### config.mk
export PLATFORM = sky130hd
export DESIGN_NAME = batt_flag_tracker
export DESIGN_NICKNAME = d
export VERILOG_FILES = /design/src/rtl/batt_flag_pkg.sv /design/src/rtl/bft_window_filter.sv /design/src/rtl/bft_charge_counter.sv /design/src/rtl/bft_replaced_flag.sv /design/src/rtl/batt_flag_tracker.sv
export SDC_FILE = /design/constraint.sdc
export NUM_CORES = 1
export LEC_CHECK = 0
export CAP_MARGIN = 20
export CORE_UTILIZATION = 45
export DETAILED_ROUTE_END_ITERATION = 10
export GPL_TIMING_DRIVEN = 0
export HOLD_SLACK_MARGIN = 0.06
export PLACE_DENSITY = 0.73
export REMOVE_ABC_BUFFERS = 1
export SETUP_SLACK_MARGIN = 0.05
export SLEW_MARGIN = 10
export SYNTH_ARGS = -nofsm -noshare
export SYNTH_HDL_FRONTEND = slang
export SYNTH_SLANG_ARGS = --single-unit
### constraint.sdc
create_clock -name clk -period 1.47 [get_ports clk]
set_input_delay 0.2205 -clock clk [delete_from_list [all_inputs] [get_ports clk]]
set_output_delay 0.2205 -clock clk [all_outputs]
set_load 0.005 [all_outputs]
### src/rtl/batt_flag_pkg.sv
// Shared constants for the battery status flag tracker.
// Assumes an 8-bit status byte; bit positions are fixed by the read decoder.
package batt_flag_pkg;
    localparam int FLAG_W    = 8;
    localparam int CHGS_POS  = 7;
    localparam int BRP_POS   = 6;
    localparam int BRM_POS   = 5;
    localparam int CI_POS    = 4;
endpackage

### src/rtl/bft_window_filter.sv
// Debounces the pack out-of-window level against a slow tick.
// The output changes only after the raw level has disagreed with it for
// FILT_TICKS consecutive ticks. fall_o pulses in the cycle the output
// commits from 1 to 0. Assumes raw_i is already synchronised.
module bft_window_filter #(
    parameter int FILT_TICKS = 30
) (
    input  logic clk,
    input  logic rst_n,
    input  logic tick_i,
    input  logic raw_i,
    output logic level_o,
    output logic fall_o
);
    localparam int CW = $clog2(FILT_TICKS + 1);
    localparam logic [CW-1:0] LAST = CW'(FILT_TICKS - 1);

    logic [CW-1:0] cnt_q;
    logic          lvl_q;
    logic          commit;

    // commit when the final qualifying tick of a disagreement run arrives
    assign commit = (raw_i != lvl_q) && tick_i && (cnt_q == LAST);
    assign fall_o = commit && !raw_i;
    assign level_o = lvl_q;

    // run counter and filtered level
    always_ff @(posedge clk) begin
        if (!rst_n) begin
            cnt_q <= '0;
            lvl_q <= 1'b0;
        end else if (raw_i == lvl_q) begin
            cnt_q <= '0;
        end else if (commit) begin
            cnt_q <= '0;
            lvl_q <= raw_i;
        end else if (tick_i) begin
            cnt_q <= cnt_q + 1'b1;
        end
    end


    // no_tick_hold_chk
    no_tick_hold_chk: assert property (@(posedge clk) disable iff (!rst_n)
        !tick_i |=> $stable(lvl_q));


    // agree_hold_chk
    agree_hold_chk: assert property (@(posedge clk) disable iff (!rst_n)
        (raw_i == lvl_q) |=> (lvl_q == $past(lvl_q)));
endmodule

### src/rtl/bft_charge_counter.sv
// Counts valid charges since the last capacity learn and raises the
// capacity-inaccurate flag on the CI_CHARGES-th one. Saturates at the limit.
// Any reset sets the flag; a learn clears it. Reset request beats learn,
// and learn beats a coincident charge.
module bft_charge_counter #(
    parameter int CI_CHARGES = 64
) (
    input  logic clk,
    input  logic rst_n,
    input  logic reset_req_i,
    input  logic learn_i,
    input  logic chg_evt_i,
    output logic ci_o
);
    localparam int CW = $clog2(CI_CHARGES + 1);
    localparam logic [CW-1:0] LIM = CW'(CI_CHARGES);

    logic [CW-1:0] cnt_q;
    logic          ci_q;

    assign ci_o = ci_q;

    // charge count and inaccurate flag
    always_ff @(posedge clk) begin
        if (!rst_n || reset_req_i) begin
            cnt_q <= '0;
            ci_q  <= 1'b1;
        end else if (learn_i) begin
            cnt_q <= '0;
            ci_q  <= 1'b0;
        end else if (chg_evt_i && (cnt_q != LIM)) begin
            cnt_q <= cnt_q + 1'b1;
            if (cnt_q == LIM - 1'b1)
                ci_q <= 1'b1;
        end
    end


    // cnt_sat_chk
    cnt_sat_chk: assert property (@(posedge clk) disable iff (!rst_n)
        cnt_q <= LIM);


    // ci_rise_chk
    ci_rise_chk: assert property (@(posedge clk) disable iff (!rst_n)
        (chg_evt_i && !learn_i && !reset_req_i && cnt_q == LIM - 1'b1) |=> ci_q);


    // learn_clr_chk
    learn_clr_chk: assert property (@(posedge clk) disable iff (!rst_n)
        (learn_i && !reset_req_i) |=> (!ci_q && cnt_q == '0));
endmodule

### src/rtl/bft_replaced_flag.sv
// Sticky pack-replaced flag. It is set by an insertion event (filtered
// window entry) or by any reset. It clears on a charge at full capacity,
// or on a charge after an end-of-discharge warning seen since the last set.
// A set takes priority over a clear.
module bft_replaced_flag (
    input  logic clk,
    input  logic rst_n,
    input  logic reset_req_i,
    input  logic ins_evt_i,
    input  logic chg_evt_i,
    input  logic cap_full_i,
    input  logic edv_warn_i,
    output logic brp_o
);
    logic brp_q;
    logic edv_seen_q;
    logic set_ev;
    logic clr_ev;

    assign set_ev = reset_req_i || ins_evt_i;
    assign clr_ev = chg_evt_i && (cap_full_i || edv_seen_q);
    assign brp_o  = brp_q;

    // memory of an end-of-discharge warning since the last set
    always_ff @(posedge clk) begin
        if (!rst_n || set_ev)
            edv_seen_q <= 1'b0;
        else if (edv_warn_i)
            edv_seen_q <= 1'b1;
    end

    // sticky replaced flag
    always_ff @(posedge clk) begin
        if (!rst_n || set_ev)
            brp_q <= 1'b1;
        else if (clr_ev)
            brp_q <= 1'b0;
    end


    // req_set_chk
    req_set_chk: assert property (@(posedge clk) disable iff (!rst_n)
        reset_req_i |=> brp_q);


    // full_clr_chk
    full_clr_chk: assert property (@(posedge clk) disable iff (!rst_n)
        (chg_evt_i && cap_full_i && !reset_req_i && !ins_evt_i) |=> !brp_q);


    // no_cause_hold_chk
    no_cause_hold_chk: assert property (@(posedge clk) disable iff (!rst_n)
        (brp_q && !chg_evt_i) |=> brp_q);
endmodule

### src/rtl/batt_flag_tracker.sv
// Top of the battery status flag tracker. It assembles the status byte
// from the charging flag, the sticky replaced flag, the filtered
// out-of-window level and the capacity-inaccurate flag. All inputs are
// assumed synchronous to clk.
module batt_flag_tracker
    import batt_flag_pkg::*;
#(
    parameter int FILT_TICKS = 30,
    parameter int CI_CHARGES = 64
) (
    input  logic              clk,
    input  logic              rst_n,
    input  logic              tick_i,
    input  logic              sense_above_i,
    input  logic              dsg_act_i,
    input  logic              pack_hi_i,
    input  logic              pack_lo_i,
    input  logic              chg_evt_i,
    input  logic              cap_full_i,
    input  logic              edv_warn_i,
    input  logic              learn_i,
    input  logic              reset_req_i,
    output logic [FLAG_W-1:0] flags_o
);
    logic chgs_q;
    logic brm;
    logic ins_evt;
    logic brp;
    logic ci;

    // charging flag: qualified sense level without discharge
    always_ff @(posedge clk) begin
        if (!rst_n)
            chgs_q <= 1'b0;
        else
            chgs_q <= sense_above_i && !dsg_act_i;
    end

    bft_window_filter #(.FILT_TICKS(FILT_TICKS)) u_win (
        .clk     (clk),
        .rst_n   (rst_n),
        .tick_i  (tick_i),
        .raw_i   (pack_hi_i || pack_lo_i),
        .level_o (brm),
        .fall_o  (ins_evt)
    );

    bft_replaced_flag u_brp (
        .clk         (clk),
        .rst_n       (rst_n),
        .reset_req_i (reset_req_i),
        .ins_evt_i   (ins_evt),
        .chg_evt_i   (chg_evt_i),
        .cap_full_i  (cap_full_i),
        .edv_warn_i  (edv_warn_i),
        .brp_o       (brp)
    );

    bft_charge_counter #(.CI_CHARGES(CI_CHARGES)) u_ci (
        .clk         (clk),
        .rst_n       (rst_n),
        .reset_req_i (reset_req_i),
        .learn_i     (learn_i),
        .chg_evt_i   (chg_evt_i),
        .ci_o        (ci)
    );

    // assemble the status byte; unassigned bits read 0
    always_comb begin
        flags_o           = '0;
        flags_o[CHGS_POS] = chgs_q;
        flags_o[BRP_POS]  = brp;
        flags_o[BRM_POS]  = brm;
        flags_o[CI_POS]   = ci;
    end


    // dsg_clear_chk
    dsg_clear_chk: assert property (@(posedge clk) disable iff (!rst_n)
        dsg_act_i |=> !flags_o[CHGS_POS]);


    // ins_set_chk
    ins_set_chk: assert property (@(posedge clk) disable iff (!rst_n)
        (brm && !$past(brm)) |-> brp == $past(brp) || $past(reset_req_i));


    // fall_sets_chk
    fall_sets_chk: assert property (@(posedge clk) disable iff (!rst_n)
        ins_evt |=> (brp && !brm));
endmodule

# Word-level counts from Yosys, hierarchy flattened
# Cells that the tools add are included.
dict set report totals {
  output_inout_bits 8
  in_bits 12
  ff_bits 17
}
dict set report op_classes {
  mux 3
  bitwise 2
  reduce_logical 20
  addsub 2
  eq_ne 5
}
# operator n
set ops {}
lappend ops {{adder 7 x 1 -> 7 bit, second input constant} 1}
lappend ops {{equality test 7 x 6 -> 1 bit, second input constant} 1}
lappend ops {{inequality test 7 bit, second input constant} 1}
lappend ops {{logical AND 1 bit} 6}
lappend ops {{adder 5 x 1 -> 5 bit, second input constant} 1}
lappend ops {{equality test 5 bit, second input constant} 1}
lappend ops {{logical OR 1 bit} 5}
lappend ops {{AND reduction 2 bit} 2}
lappend ops {{nonzero test 2 bit} 2}
lappend ops {{zero test 1 bit} 3}
lappend ops {{two-way mux 1 bit} 3}
lappend ops {{OR reduction 3 bit} 1}
lappend ops {{NOT 1 bit} 2}
lappend ops {{OR reduction 2 bit} 1}
lappend ops {{equality test 1 bit} 1}
lappend ops {{inequality test 1 bit} 1}

# Depth between registers and ports, before layout
dict set report logic_depth {
  word_depth 7
  ltp_mapped 5
  ltp_nobuf 5
}

# Cells and area by module
# Synthesis repeated with hierarchy kept, for this count alone.
dict set report hier_totals {
  cells_unflattened 98
  area_unflattened_um2 882.1
}
# module instances cells_per_inst area_per_inst_um2 seq_area_each_um2
set modules_own_cells {}
lappend modules_own_cells {bft_charge_counter 1 45 396.6 160.2}
lappend modules_own_cells {bft_window_filter 1 35 311.5 120.1}
lappend modules_own_cells {batt_flag_tracker 1 12 98.8 20.0}
lappend modules_own_cells {bft_replaced_flag 1 6 75.1 40.0}

# Worst setup path after synthesis
# OpenSTA, ideal clock, no wires.
dict set report synth_timing {
  kind {reg-to-reg}
  from {register u_ci.cnt_q[0]}
  to {register u_ci.cnt_q[0]}
  path_slack_ps 178
  required_time_ps 1398
  synth_period_minus_slack_ps 1292
  setup_time_ps 72
  n_path_buf 0
  path_stages_with_launch 6
  arrival_time_ps 1220
  cell_sequence {dfxtp_1 inv_1 ha_1 and2_1 a21boi_0 mux2i_1}
}
dict set report synth_between {
  elab_chain_cells 2
}
# element line_no
set synth_lines {}
lappend synth_lines {{start, declared} bft_charge_counter.sv:18} ;# logic [CW-1:0] cnt_q;
lappend synth_lines {{start signal, assigned} bft_charge_counter.sv:32} ;# cnt_q <= cnt_q + 1'b1;
lappend synth_lines {{branches (longest 2 deep; another with adder 7 x 1 -> 7 bit)} -}
# Several ways; the timed one is not identified.
# A chain may end at the register's enable or synchronous reset.

# Final worst setup path
dict set report layout_timing {
  from {register u_win.lvl_q, in the netlist u_win.level_o}
  to {output flags_o[5]}
}
# element line_no
set layout_rtl {}
lappend layout_rtl {{start, declared} bft_window_filter.sv:19} ;# logic lvl_q;
lappend layout_rtl {{start signal, assigned} bft_window_filter.sv:36} ;# lvl_q <= raw_i;
lappend layout_rtl {{end, declared} batt_flag_tracker.sv:23} ;# output logic [FLAG_W-1:0] flags_o
# No word-level cell between the ends.

==> summary.md <==
| Metric | Value |
|---|---|
| Status | `finished, final reports clean` |
| Worst vdd ir | `0.6892 mV` |
| Placed inst area | `988.4 sq um` |
| Clock-pin slew on the worst setup and hold paths | `approximately 0.09 ns` |
| Worst R2R Start | `u_win.cnt_q[1]` |
| Post-layout nets | `129` |
| Wire length per cell | `10.60 um` |
| Top-area cell type share of the netlist area | `39.77%` |
| DP HPWL | `1129 um` |
| Number of fill cells in the layout | `roughly 170` |
| Final Critical Period | `between 1 and 1.5 ns` |
| Ys flop type | `dfxtp_1` |
| Post-CTS Repair Setup Buffers | `0` |
| DRC | `0` |
| Max stage delay on crit path | `approximately 0.50 ns` |
| WL final | `~1500 um` |
| RR Endpoint | `u_win.level_o` |
| Final Cell Area | `0.001035 sq mm` |
| Final Hold Viols | `0` |
| Final period util | `92.50%` |
| Peak Freq | `approximately 0.74 GHz` |
| Post-synth EDFFs | `0` |
| Crit path max-delay cell type | `clkdlybuf4s50_1` |
| CTS root buf | `clkbuf_4` |
| Gate Count Post-Synth | `98` |
| Synth top area cells | `dfxtp_1 (40%), buf_4 (7.0%), ha_1 (5.8%), nor2_1 (4.8%), nand2_1 (4.4%)` |
| Unique masters post-synth | `32` |
| 1st-pass router iterations | `4` |
| TritonCTS buffer count | `3` |
| RSZ-0062 raised after global routing | `no` |
| Tot Pwr | `0.0008081 W` |
| Syn_area_per_cell | `8.733 sq um` |
| Crit start category | `flop` |
| Layout area overhead | `20.91%` |
| Final Skew | `0.007577 ns` |
| First-pass GRT wire length | `2497 um` |
| Clock Path Buffers | `2` |
| Initial core utilization | `49.03%` |
| H-tree levels | `1` |
| Core box area | `0.001745 sq mm` |
| Post-route ant nets | `0` |
| Worst Setup Path Type | `flop to output pin` |
| Hold Path End | `u_win.cnt_q[1]` |
| Top Ports | `20` |
| Number of synthesized register bits | `17` |
| Synth warn | `0` |
| Hold Startpoint | `tick_i` |
| Static leakage | `0.3754 nW` |
| Commonest cells in the netlist | `dfxtp_1 (17), nor2_1 (11), nand2_1 (10), buf_4 (8), o21ai_0 (5)` |
| Via/cell ratio | `5.007` |
| Initial antenna violation count | `0` |
| # rows | `15` |
| Final non-filler cell total | `approximately 140` |
| CTS tree | `done` |
| Setup_tns | `0 ns` |
| Leading area contributor after synthesis | `dfxtp_1` |
| Seq/Total Area, Yosys | `39.77%` |
| Placed Cells | `between 100 and 150` |
| Most common cell in the netlist | `dfxtp_1` |
| Layout cells sized above 1 | `between 10% and 20%` |
| DR iter-0 viols | `11` |
| Vias in the first global route | `621` |
| Worst path depth | `1` |
| Critical Path RT | `1.25 ns` |
| Die height | `45.61 um` |
| CP Max Fanout | `5` |
| Gr ovfl total | `0` |
| Via count | `686` |
| Pins Over Slew Limit | `0` |
| Cell Area, Synth | `roughly 860 sq um` |
| Die area | `0.002080 sq mm` |
| CP top delay family | `buffers and inverters` |
| Worst EP arrival | `1.14 ns` |
| Footprint of the multi-input gates | `466.7 sq um` |
| Gr usage total | `16.54%` |
| Register-to-Register Setup Slack | `0.11 ns` |
| Final setup fails | `0` |
| Area occupied by registers | `346.6 sq um` |
| FFs w/ async S/R, synth | `0%` |
| Worst Setup End Kind | `output pin` |
| WP buf/inv | `1` |
| Pin count of the biggest net entering global routing | `10` |
| R2r worst-path depth | `5` |
| Ant. Diodes | `0` |
| Power Density | `780.9 mW/mm^2` |
| Hold WC Path Type | `primary input to flop` |
| Later-pin clock latency in the skew report | `0.28 ns` |
| I/O Buffers | `15` |
| Max-cap violations | `0` |
| Die width | `~46 um` |
| Sequence of cells on the critical path | `clkdlybuf4s50_1` |
| Hold Path Stages | `2` |
| Clock sinks | `17` |
| Gp weighted congestion | `0.8337` |
| Final design utilization | `between 50% and 60%` |
==> cell usage in the layout (no fill, tap or decap), drive strengths merged, types with 2 or more instances in the layout <==
cell type	n
dfxtp	17
ha	4
a21oi	4
nand2	10
nand2b	2
xor2	4
o21ai	5
nor3b	2
or3b	2
nand4	3
mux2i	2
nor2	11
inv	3
or4	2
nand3	4
clkbuf	4
conb	4
or3	2
clkdlybuf4s50	14
==> routing by layer <==
metal	up-vias	GRT usage, %	routed length [um]
met5	-	0	0
li1	357	-	-
met1	311	19.37	624
met3	2	5.952	49
met4	0	3.636	12
met2	16	28.57	765
==> per-stage QoR <==
step | hold WS (ns) | worst slack, ns
finish | 0.2990 | 0.1102
global route | 0.3331 | 0.04375
CTS | 0.4417 | 0.05436
detailed placement | 0.4461 | -0.2466
global placement | 0.4415 | -0.2324
floorplan | 0.2920 | 0.1781
==> cells by family after synthesis <==
family                     count (synthesis)  share of synthesized area [%]
other                                      1                         0.4382
adders and majority gates                  4                          5.848
AOI/OAI and AO/OA                         17                          13.16
xor gates and xnor gates                   5                          5.117
muxes                                      2                          2.339
and+or+nand+nor                           41                          25.00
DFF                                       17                          39.77
buffers and inverters                     11                          8.334
==> state kept, by name, indices dropped and copies added (netlist names) <==
| signal | count |
|---|---|
| chgs_q | 1 |
| u_brp.brp_o | 1 |
| u_brp.edv_seen_q | 1 |
| u_ci.ci_o | 1 |
| u_ci.cnt_q | 7 |
| u_win.cnt_q | 5 |
| u_win.level_o | 1 |
==> where the power goes <==
part | internal, W | switching (W) | total (W)
clock | 0.000105 | 0.000137 | 0.000242
sequential | 0.000472 | 0.00000800 | 0.000480
combinational | 0.0000508 | 0.0000355 | 0.0000863
total | 0.000628 | 0.000180 | 0.000808
==> worst max-delay path by stage <==
stage | startpoint | to | slack, ns
6_report | u_win.level_o | flags_o[5] | 0.11
5_1_grt | u_win.cnt_q[1] | u_win.level_o | 0.04
2_1_floorplan | u_ci.cnt_q[0] | u_ci.cnt_q[0] | 0.18
3_3_place_gp | tick_i | u_win.level_o | -0.23
4_1_cts | tick_i | u_win.level_o | 0.05
3_5_place_dp | tick_i | u_win.level_o | -0.25
==> layout make-up <==
type / count / area share (%)
multi-input combinational: 73 / 45.10
sequential: 17 / 33.49
timing repair buffer: 15 / 14.75
tap: 25 / 3.023
clock buffer: 4 / 2.539
inverter: 3 / 1.088
==> timing repair <==
action | CTS | global route
hold buffers | 0 | 0
gates cloned | 0 | 0
endpoints found under the setup margin | 2 | 7
gates resized for setup | 1 | 9
No activity file was read; power rests on OpenSTA's default activity.
